[src/rtl/io_bridge_pkg.sv]
package io_bridge_pkg;
  localparam int unsigned DATA_W = 32;
  localparam int unsigned NBYTES = DATA_W / 8;

  typedef enum logic [1:0] {
    SZ_BYTE = 2'b00,
    SZ_HALF = 2'b01,
    SZ_WORD = 2'b10,
    SZ_WIDE = 2'b11
  } io_size_e;

  typedef struct packed {
    logic                 we;
    io_size_e             size;
    logic [DATA_W-1:0]    data;
  } io_txn_t;

  // unused code folds onto word
  function automatic io_size_e norm_size(input logic [1:0] s);
    return (s == SZ_WIDE) ? SZ_WORD : io_size_e'(s);
  endfunction
endpackage

[src/rtl/io_win_decode.sv]
module io_win_decode #(
  parameter int unsigned        ADDR_W    = 32,
  parameter int unsigned        WIN_BITS  = 16,
  parameter logic [ADDR_W-1:0]  BASE_ADDR = 32'h1400_0000
) (
  input  logic [ADDR_W-1:0]   addr_i,
  output logic                hit_o,
  output logic [WIN_BITS-1:0] port_o
);
  localparam int unsigned TAG_W = ADDR_W - WIN_BITS;
  localparam logic [TAG_W-1:0] BASE_TAG = BASE_ADDR[ADDR_W-1:WIN_BITS];

  assign hit_o  = (addr_i[ADDR_W-1:WIN_BITS] == BASE_TAG);
  assign port_o = addr_i[WIN_BITS-1:0];

  initial begin
    AST_BASE_ALIGNED: assert (BASE_ADDR[WIN_BITS-1:0] == '0);
  end
endmodule

[src/rtl/io_lane_swap.sv]
module io_lane_swap
  import io_bridge_pkg::*;
#(
  parameter bit BIG_ENDIAN = 1'b1
) (
  input  io_size_e          size_i,
  input  logic [DATA_W-1:0] data_i,
  output logic [DATA_W-1:0] data_o
);
  logic [NBYTES-1:0][7:0] in_b;
  logic [NBYTES-1:0][7:0] rev_b;

  assign in_b = data_i;

  for (genvar k = 0; k < NBYTES; k++) begin : g_rev
    assign rev_b[k] = in_b[NBYTES-1-k];
  end

  if (BIG_ENDIAN) begin : g_be
    always_comb begin
      unique case (size_i)
        SZ_BYTE: data_o = {24'h0, in_b[0]};
        SZ_HALF: data_o = {16'h0, in_b[0], in_b[1]};
        default: data_o = rev_b;
      endcase
    end
  end else begin : g_le
    logic [DATA_W-1:0] unused_rev;
    assign unused_rev = rev_b;
    always_comb begin
      unique case (size_i)
        SZ_BYTE: data_o = {24'h0, data_i[7:0]};
        SZ_HALF: data_o = {16'h0, data_i[15:0]};
        default: data_o = data_i;
      endcase
    end
  end
endmodule

[src/rtl/io_bridge_ctrl.sv]
module io_bridge_ctrl (
  input  logic clk_i,
  input  logic rst_ni,
  input  logic start_i,
  input  logic io_ack_i,
  output logic launch_o,
  output logic busy_o,
  output logic done_o
);
  typedef enum logic {ST_IDLE, ST_WAIT} st_e;
  st_e state_q, state_d;
  logic done_q;

  always_comb begin
    state_d  = state_q;
    launch_o = 1'b0;
    unique case (state_q)
      ST_IDLE: if (start_i) begin
        state_d  = ST_WAIT;
        launch_o = 1'b1;
      end
      ST_WAIT: if (io_ack_i) state_d = ST_IDLE;
      default: state_d = ST_IDLE;
    endcase
  end

  always_ff @(posedge clk_i or negedge rst_ni) begin
    if (!rst_ni) begin
      state_q <= ST_IDLE;
      done_q  <= 1'b0;
    end else begin
      state_q <= state_d;
      done_q  <= (state_q == ST_WAIT) && io_ack_i;
    end
  end

  assign busy_o = (state_q == ST_WAIT);
  assign done_o = done_q;

  AST_HOLD_REQ: assert property (@(posedge clk_i) disable iff (!rst_ni)
    busy_o && !io_ack_i |=> busy_o);
  AST_ACK_FOLLOWS: assert property (@(posedge clk_i) disable iff (!rst_ni)
    busy_o && io_ack_i |=> done_o && !busy_o);
  AST_IDLE_NO_ACK: assert property (@(posedge clk_i) disable iff (!rst_ni)
    !busy_o |=> !done_o);
  AST_ACK_PULSE: assert property (@(posedge clk_i) disable iff (!rst_ni)
    done_o |=> !done_o);
endmodule

[src/rtl/io_window_bridge.sv]
module io_window_bridge
  import io_bridge_pkg::*;
#(
  parameter int unsigned        ADDR_W     = 32,
  parameter int unsigned        WIN_BITS   = 16,
  parameter logic [ADDR_W-1:0]  BASE_ADDR  = 32'h1400_0000,
  parameter bit                 BIG_ENDIAN = 1'b1
) (
  input  logic                clk_i,
  input  logic                rst_ni,
  input  logic                sys_req_i,
  input  logic                sys_we_i,
  input  logic [ADDR_W-1:0]   sys_addr_i,
  input  logic [1:0]          sys_size_i,
  input  logic [DATA_W-1:0]   sys_wdata_i,
  output logic                sys_ack_o,
  output logic [DATA_W-1:0]   sys_rdata_o,
  output logic                io_req_o,
  output logic                io_we_o,
  output logic [WIN_BITS-1:0] io_port_o,
  output logic [1:0]          io_size_o,
  output logic [DATA_W-1:0]   io_wdata_o,
  input  logic                io_ack_i,
  input  logic [DATA_W-1:0]   io_rdata_i
);
  logic                win_hit;
  logic [WIN_BITS-1:0] win_port;
  logic                launch, busy, done;
  io_size_e            req_size;
  logic [DATA_W-1:0]   wr_lanes, rd_lanes;
  io_txn_t             txn_q;
  logic [WIN_BITS-1:0] port_q;
  logic [DATA_W-1:0]   rdata_q;

  assign req_size = norm_size(sys_size_i);

  io_win_decode #(
    .ADDR_W(ADDR_W), .WIN_BITS(WIN_BITS), .BASE_ADDR(BASE_ADDR)
  ) u_dec (
    .addr_i(sys_addr_i), .hit_o(win_hit), .port_o(win_port)
  );

  io_lane_swap #(.BIG_ENDIAN(BIG_ENDIAN)) u_wr_swap (
    .size_i(req_size), .data_i(sys_wdata_i), .data_o(wr_lanes)
  );

  io_lane_swap #(.BIG_ENDIAN(BIG_ENDIAN)) u_rd_swap (
    .size_i(txn_q.size), .data_i(io_rdata_i), .data_o(rd_lanes)
  );

  io_bridge_ctrl u_ctrl (
    .clk_i(clk_i), .rst_ni(rst_ni),
    .start_i(sys_req_i && win_hit), .io_ack_i(io_ack_i),
    .launch_o(launch), .busy_o(busy), .done_o(done)
  );

  always_ff @(posedge clk_i or negedge rst_ni) begin
    if (!rst_ni) begin
      txn_q  <= '{we: 1'b0, size: SZ_BYTE, data: '0};
      port_q <= '0;
    end else if (launch) begin
      txn_q  <= '{we: sys_we_i, size: req_size, data: wr_lanes};
      port_q <= win_port;
    end
  end

  always_ff @(posedge clk_i or negedge rst_ni) begin
    if (!rst_ni)                           rdata_q <= '0;
    else if (busy && io_ack_i && !txn_q.we) rdata_q <= rd_lanes;
  end

  assign io_req_o    = busy;
  assign io_we_o     = txn_q.we;
  assign io_port_o   = port_q;
  assign io_size_o   = txn_q.size;
  assign io_wdata_o  = txn_q.data;
  assign sys_ack_o   = done;
  assign sys_rdata_o = rdata_q;

  AST_MISS_IGNORED: assert property (@(posedge clk_i) disable iff (!rst_ni)
    !io_req_o && sys_req_i && !win_hit |=> !io_req_o);
  AST_PORT_MASK: assert property (@(posedge clk_i) disable iff (!rst_ni)
    $rose(io_req_o) |-> io_port_o == $past(sys_addr_i[WIN_BITS-1:0]));
  AST_FIELDS_STABLE: assert property (@(posedge clk_i) disable iff (!rst_ni)
    io_req_o && !io_ack_i |=> $stable(io_port_o) && $stable(io_wdata_o) && $stable(io_size_o));
  AST_SIZE_NORM: assert property (@(posedge clk_i) disable iff (!rst_ni)
    io_req_o |-> io_size_o != 2'b11);
  AST_RDATA_HOLD: assert property (@(posedge clk_i) disable iff (!rst_ni)
    !(io_req_o && io_ack_i) |=> $stable(sys_rdata_o));
endmodule

[config.mk]
export PLATFORM = sky130hd
export DESIGN_NAME = io_window_bridge
export DESIGN_NICKNAME = d
export VERILOG_FILES = /design/src/rtl/io_bridge_pkg.sv /design/src/rtl/io_win_decode.sv /design/src/rtl/io_lane_swap.sv /design/src/rtl/io_bridge_ctrl.sv /design/src/rtl/io_window_bridge.sv
export SDC_FILE = /design/constraint.sdc
export NUM_CORES = 1
export LEC_CHECK = 0
export CORE_MARGIN = 2
export CORE_UTILIZATION = 41
export CTS_CLUSTER_DIAMETER = 200
export DETAILED_ROUTE_END_ITERATION = 10
export HOLD_SLACK_MARGIN = 0.03
export PLACE_DENSITY_LB_ADDON = 0.1
export SYNTH_ARGS = -nofsm -noshare
export SYNTH_HDL_FRONTEND = slang
export SYNTH_SLANG_ARGS = --single-unit
[constraint.sdc]
create_clock -name clk_i -period 2.7 [get_ports clk_i]
set_input_delay 0.405 -clock clk_i [delete_from_list [all_inputs] [get_ports clk_i]]
set_output_delay 0.405 -clock clk_i [all_outputs]
set_load 0.01 [all_outputs]
**Yosys cells after proc, flatten, opt, wreduce, memory -nomap -nowiden**

Index checks and enable logic that the tools add are counted.

- Equal/unequal tests: 4
- Muxes and demuxes: 7
- Bitwise gates (word level): 1
- Reduce and logical (&&, ||, !) cells: 6

Operator list:

| kind | number |
|---|---|
| 32-bit case mux with 2 select lines | 2 |
| 16-bit by 13-bit equality test with 1-bit output (second input constant) | 1 |
| 2-bit by 1-bit equality test with 1-bit output (second input constant) | 2 |
| 2-bit zero test | 2 |
| 1-bit logical AND | 3 |
| 1-bit two-way mux | 3 |
| 2-bit equality test (second input constant) | 1 |
| 2-bit two-way mux | 1 |
| 1-bit case mux with 2 select lines | 1 |
| 1-bit zero test | 1 |
| 1-bit NOT | 1 |

- Flip-flop bits (word level): 85
- Bits of input ports: 103
- Output and inout bits: 85
- Logic and storage cells: 25

**Depth between registers and ports, before layout**

Gate-level depths: netlist of the first run.

- Depth in word-level cells: 4
- Depth in mapped cells: 6
- Mapped depth without buffers: 4

**Modules after synthesis**

A second synthesis of the first run with hierarchy kept.

- Cell total of the unflattened synthesis: 316
- Area, all modules: 4220.3 um^2

By module, submodules not included:

| module | instances | cells an instance | area each (um^2) | seq. area each (um^2) |
|---|---|---|---|---|
| io_window_bridge | 1 | 179 | 3234.4 | 2077.0 |
| io_lane_swap | 2 | 55 | 375.4 | 0.0 |
| io_win_decode | 1 | 21 | 158.9 | 0.0 |
| io_bridge_ctrl | 1 | 6 | 76.3 | 50.0 |

**Worst setup path after synthesis of the first run**

Ideal clock, no wire load.

- Kind: register -> register
- Start point: reg u_ctrl.state_q (netlist: u_ctrl.busy_o)
- End point: reg txn_q, in the netlist io_wdata_o[13]
- Library setup time: 125 ps
- Data arrival time: 1965 ps
- Required time: 2575 ps
- Slack: 610 ps
- Cell stages (with the launch flop): 5
- Buffers on the path: 1
- Period minus slack after synthesis: 2090 ps
- Cells stage by stage: dfrtp_1 or4_1 nor4_4 buf_6 mux2_2

- Cells in the longest elaborated chain, start to end: 1

RTL lines:

| element | RTL line | RTL |
|---|---|---|
| from (decl) | io_bridge_ctrl.sv:11 | `st_e state_q, state_d;` |
| from (signal assigned) | io_bridge_ctrl.sv:32 | `state_q <= state_d;` |
| 1-bit two-way mux | io_bridge_ctrl.sv:17 | `unique case (state_q)` |
| to (signal assigned) | io_window_bridge.sv:59 | `txn_q <= '{we: 1'b0, size: SZ_BYTE, data: '0};` |
| to (signal assigned) | io_window_bridge.sv:62 | `txn_q <= '{we: sys_we_i, size: req_size, data: wr_lanes};` |
| to (decl) | io_window_bridge.sv:31 | `io_txn_t txn_q;` |

Every way passes these cells.
A chain may end at the register's enable or synchronous reset.

**Final worst setup path of the first run**

- Start point: in sys_addr_i[17]
- End point: reg port_q[12] (netlist: io_port_o[12])

- Cells in the longest elaborated chain, start to end: 4

RTL lines:

| element | RTL line | RTL |
|---|---|---|
| from (decl) | io_window_bridge.sv:13 | `input logic [ADDR_W-1:0] sys_addr_i,` |
| 16-bit by 13-bit equality test with 1-bit output | io_win_decode.sv:13 | `assign hit_o = (addr_i[ADDR_W-1:WIN_BITS] == BASE_TAG);` |
| 1-bit logical AND | io_window_bridge.sv:53 | `.start_i(sys_req_i && win_hit), .io_ack_i(io_ack_i),` |
| 1-bit two-way mux | io_bridge_ctrl.sv:18 | `ST_IDLE: if (start_i) begin` |
| 1-bit two-way mux | io_bridge_ctrl.sv:17 |  |
| to (signal assigned) | io_window_bridge.sv:63 | `port_q <= win_port;` |
| to (decl) | io_window_bridge.sv:32 | `logic [WIN_BITS-1:0] port_q;` |

Every way passes these cells.

==> metrics.md, run 1 <==
| Metric | Value |
|---|---|
| Vias/cell | `4.87` |
| Max Clk Rate | `464 MHz` |
| RSZ-0062 raised after global routing | `false` |
| Chip Width | `101 um` |
| Hold Violations, Final | `0` |
| Final Cycle Share | `0.798` |
| Final #Nets | `648` |
| Routing usage on met3 | `0.0617` |
| Met1 Track Usage GR | `0.268` |
| Post-synthesis register bit count | `85` |
| Max clock buf depth | `2` |
| Share of the synthesized area in the top cell type | `0.555` |
| Status | `finished clean` |
| Post-Synthesis Cell Area | `3830 um2` |
| Tightest Pin Transition | `0.827 ns` |
| Slowest cell on crit path | `or4_1` |
| Post-synth EDFFs | `0` |
| Most frequent cell after synthesis | `dfrtp_1` |
| Buffers on Ports | `187` |
| Full die area | `10100 um2` |
| Most used DFF post-synth | `dfrtp_1` |
| Max FO, Critical Path | `52` |
| Pre-antenna DRT Iters | `4` |
| Yosys Warn Count | `0` |
| Share of cells above drive strength 1 | `0.102` |
| Max Cap Viol | `0` |
| Via count | `3211` |
| Global route overflow | `0` |
| RR Startpoint | `u_ctrl.busy_o` |
| Most used routing layer | `met2` |
| Final GP Congestion | `0.830` |
| DRC | `0` |
| Post-synthesis sequential area ratio | `0.555` |
| Hold Crit Start | `io_port_o[14]` |
| Cell taking the most area after synthesis | `dfrtp_1` |
| Global-route wire length before repair | `15800 um` |
| Setup CP Type | `primary input to flop` |
| Reg2reg setup slack | `0.57 ns` |
| Crit-path max cell delay | `0.55 ns` |
| Worst Slack Setup Final | `0.544 ns` |
| CORE AREA | `9150 um2` |
| Root Driver | `clkbuf_8` |
| Layout area overhead | `57.3%` |
| Clock Latency Late Sink | `0.34 ns` |
| Required @ worst endpoint | `2.93 ns` |
| Hold-critical path depth | `1` |
| Setup slack at placement | `0.194 ns` |
| Initial antenna violation count | `0` |
| Initial detailed-routing violation count | `138` |
| I/O pin count | `188` |
| Final setup viols | `0` |
| CTS Buf Count | `9` |
| Final ANT Viol Nets | `0` |
| Final Core Density | `0.659` |
| Post-Syn Nets | `468` |
| N_diodes | `0` |
| Hold Path End | `io_port_o[14]` |
| Relative slew slack | `0.448` |
| CTS tree | `yes` |
| Pwr Total | `0.00257 W` |
| Cells after synthesis | `365` |
| Die Ht | `101 um` |
| Worst setup EP type | `flop` |
| Htree depth | `3` |
| Synth async-reset ratio | `1.00` |
| Maximum VDD drop | `0.255 mV` |
| Power Density | `426 nW/um2` |
| HP Class | `flop to flop` |
| Total GRT Usage | `0.202` |
| Startpoint Class | `primary input` |
| CP Data Arrival Time | `2.38 ns` |
| Distinct cells, synth | `22` |
| Pin count of the biggest net entering global routing | `53` |
| Layout fillers | `756` |
| Vias in the first global route | `3124` |
| DP HPWL | `7600 um` |
| Final Skew | `0.00769 ns` |
| Setup TNS Final | `0 ns` |
| Post-CTS Setup Inserts | `0` |
| Worst reg2reg endpoint | `io_port_o[12]` |
| CP cell instances | `clkdlybuf4s50_1, or4_1, nor4_4, buf_12, mux2_2` |
| Most instantiated cells after synthesis | `dfrtp_1 (85), nand2_1 (80), o21ai_0 (40), mux2_2 (33), mux2i_1 (32)` |
| Row count | `35` |
| Top cells by area, synth | `dfrtp_1 (55%), mux2_2 (9.7%), mux2i_1 (8.4%)` |
| Final slew viol count | `0` |
| CTS sink cnt | `85` |
| Minimum clock period | `2.16 ns` |
| Final wirelength | `10300 um` |
| CTS clk-pin slew, worst paths | `0.08 ns` |
| Cells on worst reg2reg path | `4` |
| Lkg Pwr | `2.65 nW` |
| Met2 usage | `0.313` |
| Avg Cell Area, Syn | `10.5 um2` |
| Drt wl/cell | `15.6 um` |
| Initial Util | `0.419` |
sequential cells by signal, summed over array words and instances, names as in the netlist:
| name | count |
|---|---|
| u_ctrl.busy_o | 1 |
| io_port_o | 16 |
| io_wdata_o | 32 |
| io_size_o | 2 |
| u_ctrl.done_o | 1 |
| sys_rdata_o | 32 |
| io_we_o | 1 |
power breakdown:
group | switching [W] | internal, W
Combinational | 0.0000912 | 0.000160
Clock | 0.000435 | 0.000611
Sequential | 0.000000170 | 0.00127
logic make-up (layout without fill, tap and decap cells):
family / count (synthesis) / count (layout) / share of synthesized area
flip-flops: 85 / 85 / 0.555
multiplexers: 67 / 67 / 0.186
AO/OA/AOI/OAI: 65 / 65 / 0.0933
buffers and inverters: 43 / 227 / 0.0509
AND/OR/NAND/NOR: 105 / 105 / 0.115
per-layer routing:
metal,vias up,routed length (um)
met5,-,0
met4,0,179
met3,13,831
met2,120,4820
met1,1494,4450
li1,1584,-
per-stage QoR:
step                instance area, um2  hold WS, ns  cells
finish                            6030        0.489    660
global route                      6030        0.511    660
CTS                               6030        0.488    660
detailed placement                5790        0.385    644
global placement                  5790        0.386    644
floorplan                         3830        0.109    365
layout by cell type, fill, tap and decap left out, drive strengths merged:
| master | instances |
|---|---|
| nand3 | 1 |
| o21ai | 40 |
| nand2 | 80 |
| mux2i | 32 |
| inv | 17 |
| and2 | 1 |
| clkdlybuf4s50 | 186 |
| dlygate4sd3 | 1 |
| or4 | 1 |
| a21oi | 16 |
| buf | 8 |
| clkbuf | 11 |
| mux2 | 35 |
| nor2 | 16 |
| nor2b | 1 |
| clkinvlp | 1 |
| a21o | 1 |
| a22o | 8 |
| nand2b | 1 |
| dfrtp | 85 |
| nor4 | 1 |
| bufinv | 3 |
| nor4b | 3 |
worst max path at each step:
stage	startpoint	to	slack [ns]	depth (start not counted)
after floorplan	u_ctrl.busy_o	io_wdata_o[13]	0.61	4
after global placement	sys_addr_i[17]	io_port_o[6]	0.21	5
after detailed placement	sys_addr_i[16]	io_port_o[6]	0.19	5
after CTS	sys_addr_i[17]	io_port_o[12]	0.55	5
after global routing	sys_addr_i[17]	io_port_o[13]	0.51	5
final	sys_addr_i[17]	io_port_o[12]	0.54	5
final cells by class:
class | count | area, um2 | share of cell area
clock buffer | 11 | 131 | 0.0218
clock inverter | 4 | 97.6 | 0.0162
inverter | 17 | 63.8 | 0.0106
multi-input combinational | 237 | 1510 | 0.251
sequential | 85 | 2130 | 0.353
tap | 111 | 139 | 0.0230
timing repair buffer | 195 | 1960 | 0.325
timing repair:
item                      in CTS  in global routing
hold endpoints to repair      34                  0
resized for setup              0                  0
hold buffers                   1                  0
critical path: cells and delay by family:
family	cells	cell delay, ns
and+or+nand+nor	2	0.84
buffers and inverters	2	0.73
muxes	1	0.38
No activity file was read; power rests on OpenSTA's default activity.
==> run 2, diff against run 1 <==
==> constraint.sdc (replaced) <==
create_clock -name clk_i -period 2.15 [get_ports clk_i]
set_input_delay 0.3225 -clock clk_i [delete_from_list [all_inputs] [get_ports clk_i]]
set_output_delay 0.3225 -clock clk_i [all_outputs]
set_load 0.01 [all_outputs]
==> run 2 against run 1 <==
Compared with the run above: clock power up 30%; final area up 1.3%; worst hold slack worse by 0.0039 ns; worst setup slack got worse by 0.42 ns; highest routed layer unchanged.
==> metrics.md, run 2 (synthesized netlist as in run 1, its figures left out) <==
| Metric | Value |
|---|---|
| Final slew viol count | `0 (unchanged)` |
| Max Clk Rate | `493 MHz` |
| Minimum clock period | `2.03 ns` |
| N_diodes | `0 (unchanged)` |
| Global route overflow | `0 (unchanged)` |
| Vias/cell | `4.92 (was 4.87)` |
| Most common cell after layout, fill and taps aside | `clkdlybuf4s50_1 (unchanged)` |
| Most frequent cells in the layout | `clkdlybuf4s50_1 (186), dfrtp_1 (85), nand2_1 (80), o21ai_0 (40), mux2_2 (33) (unchanged)` |
| Root Driver | `clkbuf_8 (unchanged)` |
| Vias in the first global route | `3317 (was 3124)` |
| Share of cells above drive strength 1 | `0.113 (was 0.102)` |
| Row count | `35 (unchanged)` |
| Max FO, Critical Path | `24 (was 52)` |
| Relative slew slack | `0.507 (was 0.448)` |
| CTS Buf Count | `9 (unchanged)` |
| Initial Util | `0.419 (unchanged)` |
| Htree depth | `3 (unchanged)` |
| Total GRT Usage | `0.209 (was 0.202)` |
| HP Class | `flop to flop (unchanged)` |
| CTS tree | `yes (unchanged)` |
| Final ANT Viol Nets | `0 (unchanged)` |
| Hold Violations, Final | `0 (unchanged)` |
| Clock Latency Late Sink | `0.34 ns (about the same)` |
| Drt wl/cell | `16.0 um (was 15.6 um)` |
| DP HPWL | `7660 um (was 7600 um)` |
| Tightest Pin Transition | `0.737 ns (was 0.827 ns)` |
| Global-route wire length before repair | `16600 um (was 15800 um)` |
| Initial antenna violation count | `0 (unchanged)` |
| Max Cap Viol | `0 (unchanged)` |
| Layout fillers | `755 (was 756)` |
| Worst setup EP type | `flop (unchanged)` |
| Pre-antenna DRT Iters | `4 (unchanged)` |
| Final Skew | `0.00580 ns (was 0.00769 ns)` |
| Max clock buf depth | `2 (unchanged)` |
| CTS clk-pin slew, worst paths | `0.08 ns (about the same)` |
| Via count | `3281 (was 3211)` |
| Setup CP Type | `flop to flop (was primary input to flop)` |
| Lkg Pwr | `2.71 nW (was 2.65 nW)` |
| Setup TNS Final | `0 ns (unchanged)` |
| Final #Nets | `654 (was 648)` |
| Die Ht | `101 um (unchanged)` |
| Pin count of the biggest net entering global routing | `65 (was 53)` |
| CTS sink cnt | `85 (unchanged)` |
| Final Cycle Share | `0.943` |
| Final setup viols | `0 (unchanged)` |
| Full die area | `10100 um2 (unchanged)` |
| Initial detailed-routing violation count | `112 (was 138)` |
| Required @ worst endpoint | `2.39 ns (was 2.93 ns)` |
| Startpoint Class | `flop (was primary input)` |
| Pwr Total | `0.00328 W (was 0.00257 W)` |
| Final GP Congestion | `0.834 (was 0.830)` |
| Status | `finished clean (unchanged)` |
| CORE AREA | `9150 um2 (unchanged)` |
| I/O pin count | `188 (unchanged)` |
| DRC | `0 (unchanged)` |
| Chip Width | `101 um (unchanged)` |
| Final wirelength | `10600 um (was 10300 um)` |
| Power Density | `537 nW/um2 (was 426 nW/um2)` |
| CP Data Arrival Time | `2.26 ns (was 2.38 ns)` |
| Maximum VDD drop | `0.309 mV (was 0.255 mV)` |
| Buffers on Ports | `187 (unchanged)` |
| RSZ-0062 raised after global routing | `false (unchanged)` |
| Layout area overhead | `59.4% (was 57.3%)` |
-- run 2: metal layers --
metal | global-route usage | part of all wire | vias to the layer above
met2 | 0.326 | 0.47 | 128
met4 | 0.0832 | 0.023 | 0
li1 | - | - | 1598
met3 | 0.0631 | 0.077 | 21
met5 | 0 | 0 | -
met1 | 0.273 | 0.43 | 1534
-- run 2: per-stage QoR --
| step | hold slack, ns | instance area, um2 | worst slack, ns | utilization | instances |
|---|---|---|---|---|---|
| floorplan | 0.0269 | 3830 | 0.0599 | - | 365 |
| global placement | 0.324 | 5830 | -0.239 | 0.637 | 648 |
| global route | 0.507 | 6110 | 0.0407 | 0.668 | 667 |
| finish | 0.485 | 6110 | 0.122 | 0.668 | 667 |
| detailed placement | 0.328 | 5830 | -0.261 | 0.637 | 648 |
| CTS | 0.486 | 6080 | 0.0246 | 0.665 | 665 |
-- run 2: worst paths after layout --
path | start | end | slack [ns] | cells after the start
max | u_ctrl.busy_o | io_wdata_o[8] | 0.12 | 5
min | sys_rdata_o[28] | sys_rdata_o[28] | 0.48 | 2
max reg2reg | u_ctrl.busy_o | io_wdata_o[8] | 0.12 | 5
min reg2reg | sys_rdata_o[28] | sys_rdata_o[28] | 0.48 | 2
max in group asynchronous | rst_ni | io_port_o[8] | 1.06 | 3
min in group asynchronous | rst_ni | io_wdata_o[15] | 0.49 | 2
-- run 2: critical path, cell delays in order, from the launching register on --
cell and delay, ns:
dfrtp_1 0.41, or4_1 0.58, nor4_4 0.15, buf_4 0.18, buf_8 0.23, mux2_2 0.36
-- run 2: area by class of cell --
class,count,area (um2),area share
clock buffer,12,145,0.0238
clock inverter,4,95.1,0.0156
inverter,17,63.8,0.0104
multi-input combinational,237,1510,0.248
sequential,85,2130,0.348
tap,111,139,0.0227
timing repair buffer,201,2030,0.332
-- run 2: where the power goes --
group	total, W	internal (W)	switching [W]
combinational	0.000320	0.000202	0.000118
clock	0.00136	0.000804	0.000560
sequential	0.00160	0.00160	0.000000235
total	0.00328	0.00260	0.000678
-- run 2: timing repair --
action / in CTS / in global routing
buffers inserted: 0 / 1
hold endpoints to repair: 36 / 0
setup endpoints to repair: 0 / 36
hold buffers: 1 / 0
resized for setup: 0 / 2
